File: src/rtl/exc_entry_pkg.sv
package exc_entry_pkg;

  localparam int CSR_AW = 3;

  localparam logic [CSR_AW-1:0] CSR_NBASE = 3'd0;
  localparam logic [CSR_AW-1:0] CSR_DBASE = 3'd1;
  localparam logic [CSR_AW-1:0] CSR_DCTL  = 3'd2;
  localparam logic [CSR_AW-1:0] CSR_IEN   = 3'd3;
  localparam logic [CSR_AW-1:0] CSR_EADDR = 3'd4;
  localparam logic [CSR_AW-1:0] CSR_BADDR = 3'd5;

  localparam int IEN_GLB  = 0;
  localparam int IEN_NSAV = 1;
  localparam int IEN_DSAV = 2;
  localparam int DCTL_REMAP = 0;

  typedef enum logic [1:0] {
    EK_NONE   = 2'd0,
    EK_NORMAL = 2'd1,
    EK_DEBUG  = 2'd2,
    EK_BAD    = 2'd3
  } exc_kind_e;

endpackage

File: src/rtl/exc_cause_decode.sv
module exc_cause_decode
  import exc_entry_pkg::*;
#(
  parameter int CAUSE_W = 3,
  parameter logic [(1<<CAUSE_W)-1:0] DEBUG_MASK     = 8'b0000_1010,
  parameter logic [(1<<CAUSE_W)-1:0] SUPPORTED_MASK = 8'b1111_1110
) (
  input  logic               strobe,
  input  logic [CAUSE_W-1:0] cause,
  output exc_kind_e          kind
);
  localparam int NUM_CAUSES = 1 << CAUSE_W;

  logic [NUM_CAUSES-1:0] hit;

  // one-hot decode of the cause code
  for (genvar g = 0; g < NUM_CAUSES; g++) begin : g_hit
    assign hit[g] = strobe && (cause == CAUSE_W'(g));
  end

  logic hit_dbg;
  logic hit_ok;
  assign hit_dbg = |(hit & DEBUG_MASK);
  assign hit_ok  = |(hit & SUPPORTED_MASK);

  always_comb begin
    if (!strobe)       kind = EK_NONE;
    else if (!hit_ok)  kind = EK_BAD;
    else if (hit_dbg)  kind = EK_DEBUG;
    else               kind = EK_NORMAL;
  end

  always_comb begin
    assert_decode_onehot_R6: assert ($onehot0(hit));
  end

endmodule

File: src/rtl/exc_vector_calc.sv
module exc_vector_calc #(
  parameter int XLEN       = 32,
  parameter int CAUSE_W    = 3,
  parameter int SLOT_SHIFT = 5
) (
  input  logic [XLEN-1:0]    norm_base,
  input  logic [XLEN-1:0]    dbg_base,
  input  logic               remap,
  input  logic               is_debug,
  input  logic [CAUSE_W-1:0] cause,
  output logic [XLEN-1:0]    vector
);
  localparam int PAD = XLEN - CAUSE_W - SLOT_SHIFT;

  // byte offset of the slot that belongs to a cause
  function automatic logic [XLEN-1:0] slot_offset(input logic [CAUSE_W-1:0] c);
    return {{PAD{1'b0}}, c, {SLOT_SHIFT{1'b0}}};
  endfunction

  // debug causes always use the debug base; normal ones follow remap
  function automatic logic [XLEN-1:0] pick_base(input logic [XLEN-1:0] nb,
                                                input logic [XLEN-1:0] db,
                                                input logic rm,
                                                input logic dbg);
    return (dbg || rm) ? db : nb;
  endfunction

  assign vector = pick_base(norm_base, dbg_base, remap, is_debug) + slot_offset(cause);

endmodule

File: src/rtl/exc_csr_bank.sv
module exc_csr_bank
  import exc_entry_pkg::*;
#(
  parameter int XLEN     = 32,
  parameter int BASE_LSB = 8
) (
  input  logic              clk,
  input  logic              rst_n,
  input  logic              wr_en,
  input  logic [CSR_AW-1:0] wr_addr,
  input  logic [XLEN-1:0]   wr_data,
  input  logic              entry_norm,
  input  logic              entry_dbg,
  input  logic [XLEN-1:0]   entry_pc,
  input  logic              ret_norm,
  input  logic              ret_dbg,
  output logic [XLEN-1:0]   norm_base,
  output logic [XLEN-1:0]   dbg_base,
  output logic              remap,
  output logic              ie,
  output logic              nsav,
  output logic              dsav,
  output logic [XLEN-1:0]   eaddr,
  output logic [XLEN-1:0]   baddr
);
  logic [XLEN-1:BASE_LSB] nbase_q, dbase_q;
  logic                   remap_q;
  logic                   ie_q, nsav_q, dsav_q;
  logic [XLEN-1:0]        eaddr_q, baddr_q;

  logic                   ie_n, nsav_n, dsav_n;
  logic [XLEN-1:0]        eaddr_n, baddr_n;

  logic wr_nbase, wr_dbase, wr_dctl, wr_ien, wr_eaddr, wr_baddr;
  assign wr_nbase = wr_en && (wr_addr == CSR_NBASE);
  assign wr_dbase = wr_en && (wr_addr == CSR_DBASE);
  assign wr_dctl  = wr_en && (wr_addr == CSR_DCTL);
  assign wr_ien   = wr_en && (wr_addr == CSR_IEN);
  assign wr_eaddr = wr_en && (wr_addr == CSR_EADDR);
  assign wr_baddr = wr_en && (wr_addr == CSR_BADDR);

  logic entry_any;
  assign entry_any = entry_norm || entry_dbg;

  // enable bits: software write first, then entry/return override
  always_comb begin
    ie_n   = ie_q;
    nsav_n = nsav_q;
    dsav_n = dsav_q;
    if (wr_ien) begin
      ie_n   = wr_data[IEN_GLB];
      nsav_n = wr_data[IEN_NSAV];
      dsav_n = wr_data[IEN_DSAV];
    end
    if (entry_any) begin
      ie_n = 1'b0;
      if (ie_q) begin
        if (entry_norm) nsav_n = 1'b1;
        else            dsav_n = 1'b1;
      end
    end else if (ret_dbg) begin
      ie_n = dsav_q;
    end else if (ret_norm) begin
      ie_n = nsav_q;
    end
  end

  always_comb begin
    eaddr_n = eaddr_q;
    baddr_n = baddr_q;
    if (wr_eaddr)   eaddr_n = wr_data;
    if (wr_baddr)   baddr_n = wr_data;
    if (entry_norm) eaddr_n = entry_pc;
    if (entry_dbg)  baddr_n = entry_pc;
  end

  always_ff @(posedge clk) begin
    if (!rst_n) begin
      nbase_q <= '0;
      dbase_q <= '0;
      remap_q <= 1'b0;
      ie_q    <= 1'b0;
      nsav_q  <= 1'b0;
      dsav_q  <= 1'b0;
      eaddr_q <= '0;
      baddr_q <= '0;
    end else begin
      if (wr_nbase) nbase_q <= wr_data[XLEN-1:BASE_LSB];
      if (wr_dbase) dbase_q <= wr_data[XLEN-1:BASE_LSB];
      if (wr_dctl)  remap_q <= wr_data[DCTL_REMAP];
      ie_q    <= ie_n;
      nsav_q  <= nsav_n;
      dsav_q  <= dsav_n;
      eaddr_q <= eaddr_n;
      baddr_q <= baddr_n;
    end
  end

  assign norm_base = {nbase_q, {BASE_LSB{1'b0}}};
  assign dbg_base  = {dbase_q, {BASE_LSB{1'b0}}};
  assign remap     = remap_q;
  assign ie        = ie_q;
  assign nsav      = nsav_q;
  assign dsav      = dsav_q;
  assign eaddr     = eaddr_q;
  assign baddr     = baddr_q;

  assert_ie_clear_R5: assert property (@(posedge clk) disable iff (!rst_n)
    entry_any |=> !ie_q);

  assert_eaddr_capture_R2: assert property (@(posedge clk) disable iff (!rst_n)
    entry_norm |=> eaddr_q == $past(entry_pc));

  assert_baddr_capture_R3: assert property (@(posedge clk) disable iff (!rst_n)
    entry_dbg |=> (baddr_q == $past(entry_pc)) && $stable(eaddr_q));

  assert_nsav_set_R4: assert property (@(posedge clk) disable iff (!rst_n)
    (entry_norm && ie_q) |=> nsav_q);

  assert_dsav_set_R4: assert property (@(posedge clk) disable iff (!rst_n)
    (entry_dbg && ie_q) |=> dsav_q);

  assert_ret_norm_R7: assert property (@(posedge clk) disable iff (!rst_n)
    ret_norm |=> ie_q == $past(nsav_q));

  assert_ret_dbg_R7: assert property (@(posedge clk) disable iff (!rst_n)
    ret_dbg |=> ie_q == $past(dsav_q));

endmodule

File: src/rtl/exc_entry_ctrl.sv
module exc_entry_ctrl
  import exc_entry_pkg::*;
#(
  parameter int XLEN       = 32,
  parameter int CAUSE_W    = 3,
  parameter int SLOT_SHIFT = 5,
  parameter int BASE_LSB   = 8,
  parameter logic [(1<<CAUSE_W)-1:0] DEBUG_MASK     = 8'b0000_1010,
  parameter logic [(1<<CAUSE_W)-1:0] SUPPORTED_MASK = 8'b1111_1110
) (
  input  logic               clk,
  input  logic               rst_n,
  input  logic               exc_valid,
  input  logic [CAUSE_W-1:0] exc_cause,
  input  logic [XLEN-1:0]    exc_pc,
  input  logic               eret_valid,
  input  logic               bret_valid,
  input  logic               csr_we,
  input  logic [CSR_AW-1:0]  csr_addr,
  input  logic [XLEN-1:0]    csr_wdata,
  output logic [XLEN-1:0]    csr_rdata,
  output logic               redirect_valid,
  output logic [XLEN-1:0]    redirect_pc,
  output logic               unhandled_err
);
  exc_kind_e kind;

  exc_cause_decode #(
    .CAUSE_W(CAUSE_W),
    .DEBUG_MASK(DEBUG_MASK),
    .SUPPORTED_MASK(SUPPORTED_MASK)
  ) u_decode (
    .strobe(exc_valid),
    .cause(exc_cause),
    .kind(kind)
  );

  // named events for the state bank and the assertions
  logic entry_norm, entry_dbg, entry_any, entry_bad, ret_norm, ret_dbg;
  assign entry_norm = (kind == EK_NORMAL);
  assign entry_dbg  = (kind == EK_DEBUG);
  assign entry_any  = entry_norm || entry_dbg;
  assign entry_bad  = (kind == EK_BAD);
  assign ret_dbg    = bret_valid && !exc_valid;
  assign ret_norm   = eret_valid && !bret_valid && !exc_valid;

  logic [XLEN-1:0] norm_base, dbg_base, eaddr, baddr;
  logic            remap, ie, nsav, dsav;

  exc_csr_bank #(
    .XLEN(XLEN),
    .BASE_LSB(BASE_LSB)
  ) u_bank (
    .clk(clk),
    .rst_n(rst_n),
    .wr_en(csr_we),
    .wr_addr(csr_addr),
    .wr_data(csr_wdata),
    .entry_norm(entry_norm),
    .entry_dbg(entry_dbg),
    .entry_pc(exc_pc),
    .ret_norm(ret_norm),
    .ret_dbg(ret_dbg),
    .norm_base(norm_base),
    .dbg_base(dbg_base),
    .remap(remap),
    .ie(ie),
    .nsav(nsav),
    .dsav(dsav),
    .eaddr(eaddr),
    .baddr(baddr)
  );

  logic [XLEN-1:0] vector;

  exc_vector_calc #(
    .XLEN(XLEN),
    .CAUSE_W(CAUSE_W),
    .SLOT_SHIFT(SLOT_SHIFT)
  ) u_vector (
    .norm_base(norm_base),
    .dbg_base(dbg_base),
    .remap(remap),
    .is_debug(entry_dbg),
    .cause(exc_cause),
    .vector(vector)
  );

  logic            rv_q, err_q;
  logic [XLEN-1:0] rpc_q;

  always_ff @(posedge clk) begin
    if (!rst_n) begin
      rv_q  <= 1'b0;
      rpc_q <= '0;
      err_q <= 1'b0;
    end else begin
      err_q <= entry_bad;
      if (entry_any) begin
        rv_q  <= 1'b1;
        rpc_q <= vector;
      end else if (ret_dbg) begin
        rv_q  <= 1'b1;
        rpc_q <= baddr;
      end else if (ret_norm) begin
        rv_q  <= 1'b1;
        rpc_q <= eaddr;
      end else begin
        rv_q  <= 1'b0;
      end
    end
  end

  assign redirect_valid = rv_q;
  assign redirect_pc    = rpc_q;
  assign unhandled_err  = err_q;

  always_comb begin
    csr_rdata = '0;
    case (csr_addr)
      CSR_NBASE: csr_rdata = norm_base;
      CSR_DBASE: csr_rdata = dbg_base;
      CSR_DCTL:  csr_rdata[DCTL_REMAP] = remap;
      CSR_IEN: begin
        csr_rdata[IEN_GLB]  = ie;
        csr_rdata[IEN_NSAV] = nsav;
        csr_rdata[IEN_DSAV] = dsav;
      end
      CSR_EADDR: csr_rdata = eaddr;
      CSR_BADDR: csr_rdata = baddr;
      default:   csr_rdata = '0;
    endcase
  end

  assert_entry_redirect_R1: assert property (@(posedge clk) disable iff (!rst_n)
    entry_any |=> redirect_valid);

  assert_slot_aligned_R8: assert property (@(posedge clk) disable iff (!rst_n)
    entry_any |=> redirect_pc[SLOT_SHIFT-1:0] == '0);

  assert_bad_no_redirect_R6: assert property (@(posedge clk) disable iff (!rst_n)
    entry_bad |=> unhandled_err && !redirect_valid && $stable(eaddr) && $stable(baddr));

  assert_idle_quiet_R1: assert property (@(posedge clk) disable iff (!rst_n)
    !(exc_valid || eret_valid || bret_valid) |=> !redirect_valid && !unhandled_err);

  assert_event_excl_R11: assert property (@(posedge clk) disable iff (!rst_n)
    $onehot0({entry_norm, entry_dbg, entry_bad, ret_norm, ret_dbg}));

endmodule

File: config.mk
export PLATFORM = sky130hd
export DESIGN_NAME = exc_entry_ctrl
export DESIGN_NICKNAME = d
export VERILOG_FILES = /design/src/rtl/exc_entry_pkg.sv /design/src/rtl/exc_cause_decode.sv /design/src/rtl/exc_vector_calc.sv /design/src/rtl/exc_csr_bank.sv /design/src/rtl/exc_entry_ctrl.sv
export SDC_FILE = /design/constraint.sdc
export NUM_CORES = 1
export LEC_CHECK = 0
export ABC_CLOCK_PERIOD_IN_PS = 3450
export BUFFER_PORTS_ARGS = -buffer_cell sky130_fd_sc_hd__buf_4
export CORE_AREA = 2 2 131 133
export DETAILED_ROUTE_END_ITERATION = 8
export DIE_AREA = 0 0 133 135
export GPL_TIMING_DRIVEN = 0
export PLACE_DENSITY = 0.76
export SLEW_MARGIN = 10
export SYNTH_ARGS = -nofsm -noshare
export SYNTH_HDL_FRONTEND = slang
export SYNTH_SLANG_ARGS = --single-unit
File: constraint.sdc
create_clock -name clk -period 3.45 [get_ports clk]
set_clock_uncertainty 0.1 [all_clocks]
set_input_delay 1.035 -clock clk [delete_from_list [all_inputs] [get_ports clk]]
set_output_delay 1.035 -clock clk [all_outputs]
set_load 0.005 [all_outputs]
==> metrics.yaml, run 1 <==
hold_viol_final: 0
clk_path_buf_depth: 2
cts_buffers: 17
grt_max_degree: 17
seq_area_frac_synth_pct: 36.9
cts_sinks: 150
port_buffers: 137
io_pins: 142
worstSetupPathType: "primary input to output pin"
p_leak_nw: 4.44
antenna_cells: 0
synthCells: 975
critical_path.startpoint_type: "primary input"
synth_edf_count: 0
grt_pass1_vias: 7636
fp.dieH_microns: 135
wire_per_inst_microns: 20.9
area_growth_pct: 26.7
cts_root_buf: "clkbuf_16"
arrival_ps: 2290
period_needed_ps: 3430
holdWs_ps: 362
fin_area_sq_mm: 0.0103
dr.pass1.iters: 8
dpl_cell_area_sq_mm: 0.00944
powerDensity_mw_per_mm2: 422
worst_slew_pin_slew_ps: 755
synth.area.top_cells: "dfxtp_1, nand2_1, mux2i_1"
drtIter0Drc: 864
drive_gt1_share_pct: 22.6
fin_nets: 1215
status: "complete, no violations"
row_count: 47
n_fill_cell: 1428
async_flop_share_pct: 0
dpl.hpwl_microns: 19400
die_x_microns: 133
worstHoldPathType: "flip-flop to flip-flop"
routed_wl_microns: 28600
synthTopCellsByCount: "nand2_1, dfxtp_1, mux2i_1"
dieArea_sq_mm: 0.0180
gp_congestion: 0.907
clk_pin_slew_worst_paths_ps: 60
ys_types: 51
routed_via_density: 5.99
overflow: 0
slew_headroom_pct: 49.7
final_max_slew_viol_count: 0
peakVddDrop_mv: 0.375
power_w: 0.00435
drcViolationCount: 0
syn_area_sq_mm: 0.00813
syn-num-nets: 1053
post-route-util_pct: 62.8
setup_viol: 0
grt_pass1_wl_microns: 43000
clk_latency_ps: 430
ys.flop_type: "dfxtp_1"
min_period_over_period_pct: 99.4
critPathRequiredTime_ps: 2310
cp-end-kind: "output pin"
synth.avg_cell_area_sq_um: 8.34
vias: 8193
synth_top_cell_area_share_pct: 36.9
synth_most_common_cell: "nand2_1"
path_max_fanout: 10
yosysTopAreaCell: "dfxtp_1"
core_sq_mm: 0.0164
fmax_mhz: 292
yosys_warnings: 0
start_util_pct: 49.6
ys_ff_latch: 150
h-tree-depth: 4
grt_antenna_before_repair: 0
maxCapViolCount: 0
ant_nets: 0
cts_tree: "built"
grt.total_usage_pct: 31.5
==> per-stage QoR <==
step | TNS [ps] | std cells | worst slack, ps
floorplan | -22.8 | 975 | -4.56
global placement | -22610 | 1332 | -850
detailed placement | -22450 | 1332 | -844
CTS | -15.4 | 1365 | -8.46
global route | -62.6 | 1367 | -17.4
finish | 0 | 1367 | 21.3
==> placed cells by master (no fill, tap or decap), types with 3 or more instances in the layout <==
cell type,n
nor3_1,3
nor2b_1,31
mux2i_1,99
and3_1,25
buf_12,5
clkbuf_8,3
clkbuf_1,44
a221oi_2,3
o32ai_2,3
clkbuf_16,19
buf_6,12
o211a_1,32
buf_4,152
o21ai_0,33
dfxtp_1,150
a21boi_1,13
buf_8,4
clkinv_2,5
o2bb2ai_1,24
o22ai_1,3
buf_2,19
a311oi_1,5
nor2_2,6
nand2_1,265
nand3_1,4
a21oi_2,9
nor2_1,8
a21boi_0,37
o32ai_1,21
a221oi_1,23
a21oi_1,50
==> metal layers <==
layer	GRT usage [%]	vias up	wire length, microns
met5	0	-	0
met3	6.49	88	2870
met4	13.6	0	906
li1	-	3789	-
met1	41.4	3842	11600
met2	50.5	474	13200
==> path summary, 6_finish.rpt <==
| check | from | to | slack, ps | depth (start not counted) |
|---|---|---|---|---|
| hold / removal | u_bank.nbase_q[27] | u_bank.nbase_q[27] | 360 | 2 |
| setup / recovery | csr_addr[1] | csr_rdata[8] | 20 | 9 |
| hold reg to reg | u_bank.nbase_q[27] | u_bank.nbase_q[27] | 360 | 2 |
| setup reg to reg | u_bank.remap | redirect_pc[21] | 1540 | 4 |
==> state kept, by name, indices dropped and copies added (netlist names) <==
register / count
u_bank.baddr: 32
u_bank.dbase_q: 24
unhandled_err: 1
redirect_valid: 1
u_bank.nbase_q: 24
u_bank.eaddr: 32
redirect_pc: 32
u_bank.nsav: 1
u_bank.dsav: 1
u_bank.remap: 1
u_bank.ie: 1
==> report_power, final <==
part / total [W] / switching [W] / internal [W]
clock network: 0.00170 / 0.000713 / 0.000991
logic: 0.000749 / 0.000413 / 0.000335
registers: 0.00190 / 0.0000696 / 0.00183
==> worst max-delay path: stages <==
cell       delay [ps]
buf_12            110
inv_4              40
buf_6             110
buf_12            120
ha_4              160
nor2_4            270
clkbuf_16         240
a21oi_1            60
buf_4             140
==> cell families after synthesis <==
logic type,after synthesis,share of synthesized area (%)
adders and majority gates,2,0.308
AOI/OAI and AO/OA,263,24.4
muxes,99,12.2
and+or+nand+nor,364,20.0
buffers and inverters,97,6.15
DFF,150,36.9
==> area by class of cell <==
type | instances | area (sq um) | share of cell area [%]
Clock buffer | 23 | 458 | 4.45
Clock inverter | 6 | 55.1 | 0.534
Buffer | 93 | 683 | 6.63
Tap cell | 220 | 275 | 2.67
Sequential cell | 150 | 3000 | 29.2
Inverter | 4 | 20.0 | 0.194
Multi-Input combinational cell | 728 | 4730 | 45.9
Timing Repair Buffer | 143 | 1080 | 10.5
==> what timing repair did <==
action,in CTS,in global routing
gates resized for setup,50,31
gates cloned,1,0
pin swaps,3,11
hold buffers,0,0
setup endpoints to repair,32,29
buffers inserted,3,2
Power figures use the tool's default switching activity.
==> run 2, diff against run 1 <==
--- a/config.mk
+++ b/config.mk
@@ -5,13 +5,13 @@
 export SDC_FILE = /design/constraint.sdc
 export NUM_CORES = 1
 export LEC_CHECK = 0
-export ABC_CLOCK_PERIOD_IN_PS = 3450
+export ABC_CLOCK_PERIOD_IN_PS = 3210
 export BUFFER_PORTS_ARGS = -buffer_cell sky130_fd_sc_hd__buf_4
 export CORE_AREA = 2 2 131 133
 export DETAILED_ROUTE_END_ITERATION = 8
 export DIE_AREA = 0 0 133 135
 export GPL_TIMING_DRIVEN = 0
-export PLACE_DENSITY = 0.76
+export PLACE_DENSITY = 0.74
 export SLEW_MARGIN = 10
 export SYNTH_ARGS = -nofsm -noshare
 export SYNTH_HDL_FRONTEND = slang
==> constraint.sdc (replaced) <==
create_clock -name clk -period 3.21 [get_ports clk]
set_clock_uncertainty 0.1 [all_clocks]
set_input_delay 0.963 -clock clk [delete_from_list [all_inputs] [get_ports clk]]
set_output_delay 0.963 -clock clk [all_outputs]
set_load 0.005 [all_outputs]
==> run 2 against run 1 <==
The flow now finishes with violations (setup timing). Register-to-register slack worse by 320 ps. Power up 8.2%. Core utilization is 1.9 points higher. Die area unchanged. First-iteration DRC count is 26% higher. Combinational power increased by 13%. Routed wire length up 4.9%. Critical path type unchanged. Largest cell class unchanged.
==> metrics.yaml, run 2 (synthesized netlist as in run 1, its figures left out) <==
status: "complete, but fails checks"  # was complete, no violations
failed_checks: "setup timing"
dr.pass1.iters: 8  # unchanged
vias: 8433  # was 8193
dpl.hpwl_microns: 19600  # was 19400 microns
min_period_over_period_pct: 100
powerDensity_mw_per_mm2: 444  # was 422 mW/mm^2
h-tree-depth: 4  # unchanged
cp_top_family: "buffers and inverters"  # unchanged
grt_pass1_vias: 7932  # was 7636
layout_commonest_cell: "nand2_1"  # unchanged
critPathBufInv: 5  # was 6
rr_endpoint: "redirect_pc[12]"  # was redirect_pc[21]
wire_per_inst_microns: 21.6  # was 20.9 microns
period_needed_ps: 3230
worstSetupPathType: "primary input to output pin"  # unchanged
dieArea_sq_mm: 0.0180  # unchanged
cp_cell_sequence: "buf_8 > buf_8 > nor2b_4 > buf_12 > buf_8 > o2bb2ai_4 > nand2_2 > a21oi_4 > buf_4"  # was buf_12 > inv_4 > buf_6 > buf_12 > ha_4 > nor2_4 > clkbuf_16 > a21oi_1 > buf_4
ff2ff_path_depth: 4  # unchanged
routed_wl_microns: 30000  # was 28600 microns
overflow: 0  # unchanged
clk_path_buf_depth: 2  # unchanged
p_leak_nw: 4.56  # was 4.44 nW
crit_slowest_cell: "nor2b_4"  # was nor2_4
fin_nets: 1234  # was 1215
cpMostUsedCell: "buf_8"  # was buf_12
fin_area_sq_mm: 0.0106  # was 0.0103 sq mm
cts_buffers: 17  # unchanged
post-place-ws_ps: -605  # was -844 ps
max_stage_delay_ps: 180  # was 270 ps
critical_path.startpoint_type: "primary input"  # unchanged
row_count: 47  # unchanged
final_cell_mix: "nand2_1, buf_4, dfxtp_1"  # unchanged
wl_met3_microns: 3140  # was 2870 microns
worst_slew_pin_slew_ps: 803  # was 755 ps
final_max_slew_viol_count: 0  # unchanged
clk_pin_slew_worst_paths_ps: 60  # about the same
r2r_slack_ps: 1220  # was 1540 ps
cts_sinks: 150  # unchanged
setup_viol: 4  # was 0
cts_tree: "built"  # unchanged
routed.top_layer: "met4"  # unchanged
maxCapViolCount: 0  # unchanged
worstHoldPathType: "flip-flop to flip-flop"  # unchanged
start_util_pct: 49.6  # unchanged
cp-end-kind: "output pin"  # unchanged
arrival_ps: 2160  # was 2290 ps
drcViolationCount: 0  # unchanged
grt_antenna_before_repair: 0  # unchanged
fp.dieH_microns: 135  # unchanged
gp_congestion: 0.925  # was 0.907
setup_slack_ps: -15.2  # was 21.3 ps
core_sq_mm: 0.0164  # unchanged
power_w: 0.00471  # was 0.00435 W
grt_pass1_wl_microns: 44600  # was 43000 microns
grt_max_degree: 17  # unchanged
min_path_cells: 2  # unchanged
die_x_microns: 133  # unchanged
holdPathEnd: "u_bank.nbase_q[27]"  # unchanged
hold_viol_final: 0  # unchanged
area_growth_pct: 30.5  # was 26.7%
n_fill_cell: 1400  # was 1428
clk_latency_ps: 430  # about the same
holdWs_ps: 363  # was 362 ps
cts_root_buf: "clkbuf_16"  # unchanged
drtIter0Drc: 1092  # was 864
drive_gt1_share_pct: 24.9  # was 22.6%
ant_nets: 0  # unchanged
peakVddDrop_mv: 0.434  # was 0.375 mV
critPathRequiredTime_ps: 2150  # was 2310 ps
wl_met1_microns: 11900  # was 11600 microns
port_buffers: 137  # unchanged
io_pins: 142  # unchanged
r2r_start: "u_bank.remap"  # unchanged
dpl_cell_area_sq_mm: 0.00950  # was 0.00944 sq mm
wl_met2_microns: 14200  # was 13200 microns
fmax_mhz: 310
slew_headroom_pct: 46.4  # was 49.7%
min-delay-start: "u_bank.nbase_q[27]"  # unchanged
grt.total_usage_pct: 32.3  # was 31.5%
routed_via_density: 6.08  # was 5.99
antenna_cells: 0  # unchanged
path_max_fanout: 7  # was 10
-- run 2: metrics by stage --
step           setup TNS (ps)  std cells  utilization (%)
3_5_place_dp           -15590       1332             57.9
4_1_cts                 -1220       1379             63.6
5_1_grt                  -112       1387             64.7
2_1_floorplan               0        975                -
3_3_place_gp           -14860       1332             57.9
6_report                -27.2       1387             64.7
-- run 2: worst max path at each step --
stage / from / endpoint / cells past startpoint
floorplan: csr_addr[1] / csr_rdata[3] / 8
global route: csr_addr[0] / csr_rdata[30] / 8
CTS: csr_addr[1] / csr_rdata[7] / 10
finish: csr_addr[2] / csr_rdata[29] / 9
global placement: csr_addr[2] / csr_rdata[29] / 9
detailed placement: csr_addr[1] / csr_rdata[30] / 9
-- run 2: final cells by class --
type	count	area, sq um	area share [%]
plain buffers	91	679	6.40
clock buffers	26	489	4.61
clock inverters	4	22.5	0.212
inverters	4	27.5	0.259
multi-input cells	728	4820	45.4
flip-flops and latches	150	3000	28.3
well taps	220	275	2.59
repair buffers	164	1300	12.3
-- run 2: power by group --
group          leakage [nW]  switching [W]  internal, W  total [W]
sequential             1.23      0.0000793      0.00196    0.00204
clock                 0.250       0.000780      0.00104    0.00182
combinational          3.08       0.000461     0.000385   0.000847
total                  4.56        0.00132      0.00339    0.00471
-- run 2: worst register-to-register path: stages (launching register included) --
cell	delay, ps
dfxtp_1	570
clkbuf_1	540
nor2b_1	110
a221oi_1	380
o32ai_1	140
-- run 2: routing by layer --
layer,up-vias,GRT usage (%)
met4,0,12.0
met2,560,52.4
met1,3978,43.1
met5,-,0
li1,3822,-
met3,73,6.01
-- run 2: repair_timing --
action,4_1_cts,5_1_grt
endpoints found under the setup margin,32,30
pin swaps,8,14
setup buffers,15,8
cloned,2,3
hold buffers,0,0
gates resized for setup,69,31
==> run 3, diff against run 2 <==
--- a/config.mk
+++ b/config.mk
@@ -12,6 +12,7 @@
 export DIE_AREA = 0 0 133 135
 export GPL_TIMING_DRIVEN = 0
 export PLACE_DENSITY = 0.74
+export SKIP_LAST_GASP = 1
 export SLEW_MARGIN = 10
 export SYNTH_ARGS = -nofsm -noshare
 export SYNTH_HDL_FRONTEND = slang
==> run 3 against run 2 <==
The run still ends with setup timing left. Register-to-register slack better by 30 ps. Via count is 0.65% lower. Cell count stayed put. Power is 0.15% lower. Critical endpoint unchanged.
==> metrics.yaml, run 3 (synthesized netlist as in run 1, its figures left out) <==
hold_viol_final: 0  # unchanged
setup_viol: 2  # was 4
worstSetupPathType: "primary input to output pin"  # unchanged
fmax_mhz: 310  # about the same
dp.cells: 1332  # unchanged
critPathRequiredTime_ps: 2150  # about the same
max_stage_delay_ps: 180  # about the same
wire_per_inst_microns: 21.6  # about the same
final_max_slew_viol_count: 0  # unchanged
h-tree-depth: 4  # unchanged
post-route-util_pct: 64.7  # about the same
drtIter0Drc: 1109  # was 1092
cp_cell_sequence: "buf_8 > buf_8 > nor2b_4 > buf_12 > buf_8 > o2bb2ai_4 > nand2_2 > a21oi_4 > buf_4"  # unchanged
vias: 8378  # was 8433
dr.pass1.iters: 6  # was 8
overflow: 0  # unchanged
grt_max_degree: 17  # unchanged
die_x_microns: 133  # unchanged
gp_congestion: 0.925  # unchanged
critPathBufInv: 5  # unchanged
fin_nets: 1234  # unchanged
dieArea_sq_mm: 0.0180  # unchanged
worstHoldPathType: "flip-flop to flip-flop"  # unchanged
powerDensity_mw_per_mm2: 443  # was 444 mW/mm^2
status: "complete, but fails checks"  # unchanged
clk_path_buf_depth: 2  # unchanged
port_buffers: 137  # unchanged
grt_pass1_vias: 7931  # was 7932
clk_latency_ps: 430  # about the same
ctsHoldBuffers: 0  # unchanged
core_sq_mm: 0.0164  # unchanged
cp_top_family: "buffers and inverters"  # unchanged
start_util_pct: 49.6  # unchanged
peakVddDrop_mv: 0.430  # was 0.434 mV
setup_slack_ps: -13.0  # was -15.2 ps
power_w: 0.00470  # was 0.00471 W
finalSetupTns_ps: -13.5  # was -27.2 ps
final_cell_mix: "nand2_1, buf_4, dfxtp_1"  # unchanged
drive_gt1_share_pct: 24.9  # unchanged
grt.total_usage_pct: 32.4  # was 32.3%
failed_checks: "setup timing"  # unchanged
cp-end-kind: "output pin"  # unchanged
row_count: 47  # unchanged
maxCapViolCount: 0  # unchanged
routed_wl_microns: 30000  # about the same
cts_root_buf: "clkbuf_16"  # unchanged
grt_pass1_wl_microns: 44600  # about the same
worst_slew_pin_slew_ps: 839  # was 803 ps
routed_via_density: 6.04  # was 6.08
period_needed_ps: 3220  # was 3230 ps
ant_nets: 0  # unchanged
fin_cells: 1387  # unchanged
grt_antenna_before_repair: 0  # unchanged
io_pins: 142  # unchanged
critical_path.startpoint_type: "primary input"  # unchanged
p_leak_nw: 4.56  # about the same
area_growth_pct: 30.5  # about the same
arrival_ps: 2160  # about the same
slew_headroom_pct: 44.1  # was 46.4%
layout_commonest_cell: "nand2_1"  # unchanged
antenna_cells: 0  # unchanged
crit_slowest_cell: "a21oi_4"  # was nor2b_4
cts_buffers: 17  # unchanged
min_period_over_period_pct: 100  # about the same
drcViolationCount: 0  # unchanged
dpl.hpwl_microns: 19600  # unchanged
cts_sinks: 150  # unchanged
path_max_fanout: 7  # unchanged
cts_tree: "built"  # unchanged
fp.dieH_microns: 135  # unchanged
clk_pin_slew_worst_paths_ps: 60  # about the same
cpMostUsedCell: "buf_8"  # unchanged
==> run 3: changes by cell type in the layout (fill, tap and decap cells not counted) <==
cell   previous run  this run
buf_4           166       167
buf_6            17        16
==> run 3: layout make-up <==
class / instances / area, sq um
Fill cell: 1400 / 5800
Multi-Input combinational cell: 728 / 4820
Inverter: 4 / 27.5
Tap cell: 220 / 275
Sequential cell: 150 / 3000
Clock inverter: 4 / 22.5
Buffer: 91 / 679
Timing Repair Buffer: 164 / 1300
Clock buffer: 26 / 489
==> run 3: worst paths after layout <==
kind | endpoint | from | slack, ps | cells after the start
hold reg to reg | u_bank.nbase_q[27] | u_bank.nbase_q[27] | 370 | 2
setup / recovery | csr_rdata[29] | csr_addr[2] | -10 | 9
hold / removal | u_bank.nbase_q[27] | u_bank.nbase_q[27] | 370 | 2
setup reg to reg | redirect_pc[12] | u_bank.remap | 1250 | 4
==> run 3: timing repair <==
item / 4_1_cts / 5_1_grt
cloned: 2 / 3
setup endpoints to repair: 32 / 30
gates resized for setup: 68 / 31
setup buffers: 15 / 8
hold endpoints to repair: 0 / 0
pin swaps: 8 / 14
==> run 3: worst reg2reg max path: cells and delay by family (launching register included) <==
kind,cells,cell delay [ps]
flops,1,560
compound gates,2,500
simple gates,1,110
buf+inv,1,540
==> run 3: through the flow <==
step / instance area [sq um] / setup WS (ps) / hold WS [ps]
2_1_floorplan: 8190 / 0.964 / 343
3_3_place_gp: 9500 / -618 / 351
3_5_place_dp: 9500 / -605 / 355
4_1_cts: 10400 / -123 / 363
5_1_grt: 10600 / -35.1 / 392
6_report: 10600 / -13.0 / 367
==> run 3: metal layers <==
metal / share of wire (%) / up-vias / track usage [%]
met5: 0 / - / 0
met4: 3.2 / 0 / 12.0
met3: 9.7 / 88 / 6.01
met2: 47 / 511 / 52.4
met1: 41 / 3958 / 43.2
li1: - / 3821 / -
==> run 3: power breakdown <==
group,total [W],switching (W),leakage [nW],internal [W]
Sequential,0.00204,0.0000799,1.23,0.00196
Combinational,0.000847,0.000462,3.08,0.000385
Clock,0.00181,0.000772,0.250,0.00104
